==> config.mk <==
export PLATFORM = sky130hd
export DESIGN_NAME = ecc_readout_buf
export DESIGN_NICKNAME = d
export VERILOG_FILES = /design/src/rtl/ecc_rb_pkg.sv /design/src/rtl/ecc_rb_store.sv /design/src/rtl/ecc_rb_rdseq.sv /design/src/rtl/ecc_readout_buf.sv
export SDC_FILE = /design/constraint.sdc
export NUM_CORES = 1
export LEC_CHECK = 0
export ABC_AREA = 1
export BUFFER_PORTS_ARGS = -buffer_cell sky130_fd_sc_hd__buf_2
export CORE_ASPECT_RATIO = 0.5
export CORE_MARGIN = 5
export CORE_UTILIZATION = 45
export DETAILED_ROUTE_END_ITERATION = 10
export PLACE_DENSITY = 0.73
export SYNTH_ARGS = -nofsm -noshare
export SYNTH_HDL_FRONTEND = slang
export SYNTH_SLANG_ARGS = --single-unit
==> constraint.sdc <==
create_clock -name clk_i -period 2.7 [get_ports clk_i]
set_input_delay 0.135 -clock clk_i [delete_from_list [all_inputs] [get_ports clk_i]]
set_output_delay 0.135 -clock clk_i [all_outputs]
set_load 0.05 [all_outputs]
==> src/rtl/ecc_rb_pkg.sv <==
package ecc_rb_pkg;
  localparam int unsigned BYTE_W_DEF = 8;
  localparam int unsigned CODE_BYTES_DEF = 3;
  localparam int unsigned NUM_CODES_DEF = 2;
endpackage

==> src/rtl/ecc_rb_store.sv <==
module ecc_rb_store #(
  parameter int unsigned BW = 8,
  parameter int unsigned CB = 3,
  parameter int unsigned NC = 2,
  localparam int unsigned NB = CB * NC,
  localparam int unsigned FW = $clog2(NC + 1)
) (
  input  logic             clk_i,
  input  logic             rst_ni,
  input  logic             clr_i,
  input  logic             load_i,
  input  logic [CB*BW-1:0] code_i,
  output logic [NB*BW-1:0] bytes_o,
  output logic             ready_o
);
  logic [FW-1:0] fill_q;
  logic          take;

  // write has priority; strobes beyond the last code are dropped
  assign take = load_i && !clr_i && (fill_q < FW'(NC));

  always_ff @(posedge clk_i or negedge rst_ni) begin
    if (!rst_ni) begin
      fill_q  <= '0;
      ready_o <= 1'b0;
    end else if (clr_i) begin
      fill_q  <= '0;
      ready_o <= 1'b0;
    end else begin
      if (take) fill_q <= fill_q + FW'(1);
      ready_o <= take && (fill_q == FW'(NC - 1));
    end
  end

  for (genvar c = 0; c < NC; c++) begin : g_code
    for (genvar b = 0; b < CB; b++) begin : g_byte
      logic [BW-1:0] byte_q;
      always_ff @(posedge clk_i or negedge rst_ni) begin
        if (!rst_ni)                         byte_q <= '0;
        else if (clr_i)                      byte_q <= '0;
        else if (take && fill_q == FW'(c))   byte_q <= code_i[b*BW +: BW];
      end
      assign bytes_o[(c*CB+b)*BW +: BW] = byte_q;
    end
  end

  a_r8_ready_single: assert property (@(posedge clk_i) disable iff (!rst_ni)
    ready_o |=> !ready_o);
  a_r8_ready_cause: assert property (@(posedge clk_i) disable iff (!rst_ni)
    ready_o |-> $past(load_i) && !$past(clr_i));
  a_r9_fill_bound: assert property (@(posedge clk_i) disable iff (!rst_ni)
    fill_q <= FW'(NC));
  a_r9_full_static: assert property (@(posedge clk_i) disable iff (!rst_ni)
    (fill_q == FW'(NC)) && !clr_i |=> $stable(bytes_o) && !ready_o);
endmodule

==> src/rtl/ecc_rb_rdseq.sv <==
module ecc_rb_rdseq #(
  parameter int unsigned BW = 8,
  parameter int unsigned NB = 6,
  localparam int unsigned PW = (NB > 1) ? $clog2(NB) : 1
) (
  input  logic             clk_i,
  input  logic             rst_ni,
  input  logic             clr_i,
  input  logic             rd_i,
  input  logic [NB*BW-1:0] bytes_i,
  output logic [BW-1:0]    rd_data_o
);
  logic [PW-1:0] ptr_q;
  logic [PW-1:0] ptr_nxt;

  assign ptr_nxt = (ptr_q == PW'(NB - 1)) ? '0 : ptr_q + PW'(1);

  always_ff @(posedge clk_i or negedge rst_ni) begin
    if (!rst_ni) begin
      ptr_q     <= '0;
      rd_data_o <= '0;
    end else if (clr_i) begin
      ptr_q     <= '0;
      rd_data_o <= '0;
    end else if (rd_i) begin
      ptr_q     <= ptr_nxt;
      rd_data_o <= bytes_i[ptr_q*BW +: BW];
    end
  end

  a_r5_ptr_range: assert property (@(posedge clk_i) disable iff (!rst_ni)
    ptr_q < PW'(NB));
  a_r10_clr_zero: assert property (@(posedge clk_i) disable iff (!rst_ni)
    clr_i |=> (rd_data_o == '0) && (ptr_q == '0));
  a_r4_hold: assert property (@(posedge clk_i) disable iff (!rst_ni)
    !rd_i && !clr_i |=> $stable(rd_data_o) && $stable(ptr_q));
endmodule

==> src/rtl/ecc_readout_buf.sv <==
module ecc_readout_buf
  import ecc_rb_pkg::*;
#(
  parameter int unsigned BYTE_W = BYTE_W_DEF,
  parameter int unsigned CODE_BYTES = CODE_BYTES_DEF,
  parameter int unsigned NUM_CODES = NUM_CODES_DEF,
  localparam int unsigned CODE_W = BYTE_W * CODE_BYTES,
  localparam int unsigned NBYTES = CODE_BYTES * NUM_CODES
) (
  input  logic              clk_i,
  input  logic              rst_ni,
  input  logic              code_valid_i,
  input  logic [CODE_W-1:0] code_i,
  input  logic              rd_i,
  input  logic              wr_i,
  input  logic [BYTE_W-1:0] wr_data_i,
  output logic [BYTE_W-1:0] rd_data_o,
  output logic              ready_o,
  output logic              eng_clr_o
);
  logic [NBYTES*BYTE_W-1:0] bytes;
  logic                     unused_wr_data;

  assign unused_wr_data = ^wr_data_i;

  ecc_rb_store #(.BW(BYTE_W), .CB(CODE_BYTES), .NC(NUM_CODES)) u_store (
    .clk_i   (clk_i),
    .rst_ni  (rst_ni),
    .clr_i   (wr_i),
    .load_i  (code_valid_i),
    .code_i  (code_i),
    .bytes_o (bytes),
    .ready_o (ready_o)
  );

  ecc_rb_rdseq #(.BW(BYTE_W), .NB(NBYTES)) u_rdseq (
    .clk_i     (clk_i),
    .rst_ni    (rst_ni),
    .clr_i     (wr_i),
    .rd_i      (rd_i),
    .bytes_i   (bytes),
    .rd_data_o (rd_data_o)
  );

  always_ff @(posedge clk_i or negedge rst_ni) begin
    if (!rst_ni) eng_clr_o <= 1'b0;
    else         eng_clr_o <= wr_i;
  end

  a_r7_clr_pulse: assert property (@(posedge clk_i) disable iff (!rst_ni)
    wr_i |=> eng_clr_o);
  a_r7_clr_cause: assert property (@(posedge clk_i) disable iff (!rst_ni)
    eng_clr_o |-> $past(wr_i));
  a_r10_no_ready_after_wr: assert property (@(posedge clk_i) disable iff (!rst_ni)
    wr_i |=> !ready_o);
endmodule

==> impl_metrics.yaml <==
power_and_ir_drop:
  power.density_nw_per_um2: 746.8
  p_clk_share_pct: 44.1
  leakage_nw: 1.892
  switching_share_pct: 28.63
  comb_power_share_pct: 16.2
  power_mw: 2.684
  ir_drop_uv: 327.0
  switching_power_mw: 0.7684
  p_seq_share_pct: 39.6
  intPower_mw: 1.915
synth:
  synthAdderAreaFrac_pct: 0.8187
  synth-seq-cells: 63
  syn-num-nets: 396
  synth_compound_area_share_pct: 14.78
  syn_area_per_cell_um2: 8.562
  synth-simple-area-share_pct: 21.74
  yosysSeqAreaShare_pct: 51.58
  synthMuxAreaShare_pct: 0
  synth_cell_types: 22
  synth_xor_area_share_pct: 0
  syn_area_um2: 3057
  synthCells: 357
  yosys_warnings: 0
  synth_top_family_by_area: "simple AND/OR/NAND/NOR gates"
floorplan:
  fp.dieH_um: 68.28
  fp.dieW_um: 126.6
  rows: 21
  core_area_um2: 6648
  io_pins: 47
  initial_core_util_pct: 45.98
  dieArea_um2: 8641
detailed_routing:
  viasPerCell: 4.986
  drc: 0
  ant_nets: 0
  vias: 2448
  wl_um: 7101
  post_drt_wl_per_cell_um: 14.46
  drtIter0Drc: 260
  first_pass_iters: 4
cts:
  htreeDepth: 3
  clock-sinks: 63
  numCtsBuffers: 9
  cts-root-buf: "clkbuf_16"
  cts_buffer_depth: 2
  clkLatencyLatePin_ps: 330
  clkTransAtPathRegs_ps: 50
  cts_tree: "yes"
sta:
  timing.fmax_mhz: 552.3
  fin_skew_ps: 6.535
  tns_ps: 0
  report.final.slew_viol_count: 0
  rsz0062_at_grt: "no"
  timing.slew.headroom_pct: 48.11
  hold_viol: 63
  finalCriticalPeriod_ps: 1811
  tightest_slew_ps: 778.3
  worst_hold_slack_ps: -29.08
  setup_violations: 0
  min_period_over_period_pct: 67.06
worst_setup_path:
  r2r_start: "u_store.fill_q[1]$_DFFE_PN0P_"
  worst-r2r-setup-slack_ps: 1030
  ff2ff_path_depth: 6
  crit_start: "wr_i"
  path_class: "in2reg"
  cp.required_ps: 2870
  timing.rr.end: "u_store.g_code[1].g_byte[0].byte_q[3]$_DFFE_PN0P_"
  cp.arrival_ps: 1980
  crit_fanout: 32
  endpoint_kind: "flip-flop"
  cp-start-kind: "primary input"
placement:
  place_congestion: 0.7810
  place_hpwl_um: 4568
  placedCellCount: 474
  dpl_cell_area_um2: 3273
  io_buffers: 38
global_route:
  grt_pass1_vias: 2326
  grt_overflow_total: 0
  grt_pass1_wl_um: 11900
  antenna_found_initial: 0
  grt.total_usage_pct: 17.84
  grt_max_degree: 64
layout:
  final_nets: 433
  synthToLayoutAreaGrowth_pct: 17.56
  n_antenna_cell: 0
  design_area_um2: 3593
  drive_above_1_share_pct: 21.30
  instances_no_fill: 491
outcome:
  violations: "hold timing"
  status: "finished with violations"
job:
  cap_violations: 0
worst_hold_path:
  hold_class: "in2async"
[flip-flops by register name (all words and copies together), names as in the netlist]
name                          cells
eng_clr_o                         1
u_store.g_code.g_byte.byte_q     48
u_store.ready_o                   1
u_rdseq.rd_data_o                 8
u_store.fill_q                    2
u_rdseq.ptr_q                     3
[repair_timing]
item,in CTS,in global routing
hold endpoints to repair,1,0
hold buffers,1,0
setup buffers,0,0
gates resized for setup,0,0
[kinds of logic (layout without fill, tap and decap cells)]
kind of cell	count (synthesis)	count (layout)
AO/OA/AOI/OAI	62	62
adder cells (fa/ha/maj)	2	2
buffers and inverters	73	115
flip-flops	63	63
AND/OR/NAND/NOR	157	157
[worst max-delay path: stages]
cell and delay, ps:
dlygate4sd3_1 540, buf_2 160, inv_2 70, buf_4 350, nand3_2 140, nand2_2 430, o22ai_1 150
[worst max-delay path by stage]
stage                                                                    to  depth (start not counted)
final                     u_store.g_code[0].g_byte[1].byte_q[7]$_DFFE_PN0P_                          7
after global routing      u_store.g_code[0].g_byte[1].byte_q[3]$_DFFE_PN0P_                          7
after global placement    u_store.g_code[1].g_byte[0].byte_q[1]$_DFFE_PN0P_                          6
after CTS                 u_store.g_code[0].g_byte[1].byte_q[7]$_DFFE_PN0P_                          7
after floorplan           u_store.g_code[0].g_byte[0].byte_q[0]$_DFFE_PN0P_                          6
after detailed placement  u_store.g_code[1].g_byte[0].byte_q[3]$_DFFE_PN0P_                          6
[area by class of cell]
class,instances,area (um^2)
Fill cell,616,3054
Sequential cell,63,1577
Inverter,54,205.2
Multi-Input combinational cell,221,1141
Clock buffer,12,256.5
Tap cell,92,115.1
Clock inverter,4,53.80
Timing Repair Buffer,45,245.2
[routing by layer]
metal,vias to the layer above,share of wire (%),track usage (%)
met5,-,0,0
met4,0,1.3,5.615
met3,9,6.8,5.456
met2,86,41,25.46
met1,1137,51,25.86
li1,1216,-,-
[placed cells by master (no fill, tap or decap), types with 8 or more instances in the layout]
cell and instances:
dfrtp_1 63, inv_1 50, nand2_1 114, o21ai_1 8
o21ai_0 21, o211ai_1 8, clkbuf_16 9, nand3_1 36
buf_2 38, o22ai_2 15
[power by group through the flow]
stage | Sequential [mW] | Combinational, mW | Clock (mW)
after global routing | 1.07 | 0.488 | 1.24
after global placement | 1.08 | 0.426 | 0
after CTS | 1.06 | 0.436 | 1.19
after floorplan | 1.12 | 0.268 | 0
after detailed placement | 1.08 | 0.430 | 0
final | 1.06 | 0.436 | 1.18
[synth_stat cells]
cell | number | share of area [%]
nand2_2 | 1 | 0.20
buf_4 | 2 | 0.49
o211ai_1 | 8 | 2.0
nand2_1 | 114 | 14
nand3_1 | 36 | 5.9
nand2_4 | 1 | 0.37
dfrtp_1 | 63 | 52
clkbuf_1 | 3 | 0.37
buf_2 | 8 | 1.3
o22ai_1 | 6 | 1.2
ha_1 | 2 | 0.82
buf_6 | 6 | 2.2
nor2_2 | 3 | 0.61
a21oi_1 | 3 | 0.49
a31oi_1 | 1 | 0.20
inv_2 | 3 | 0.37
o21ai_1 | 8 | 1.3
nand3_2 | 2 | 0.65
o21ai_0 | 21 | 3.4
o22ai_2 | 15 | 6.1
inv_4 | 1 | 0.20
inv_1 | 50 | 6.1
[stage by stage]
stage                     setup WS [ps]  hold slack (ps)  util [%]
after floorplan                    1509           -160.6         -
after global placement             1077            343.3     49.24
after detailed placement           1036            343.0     49.24
after CTS                         892.5           0.9410     54.06
after global routing              765.8            52.79     54.06
final                             889.3           -29.08     54.06
Note: power is estimated with default switching activity, not from simulation.
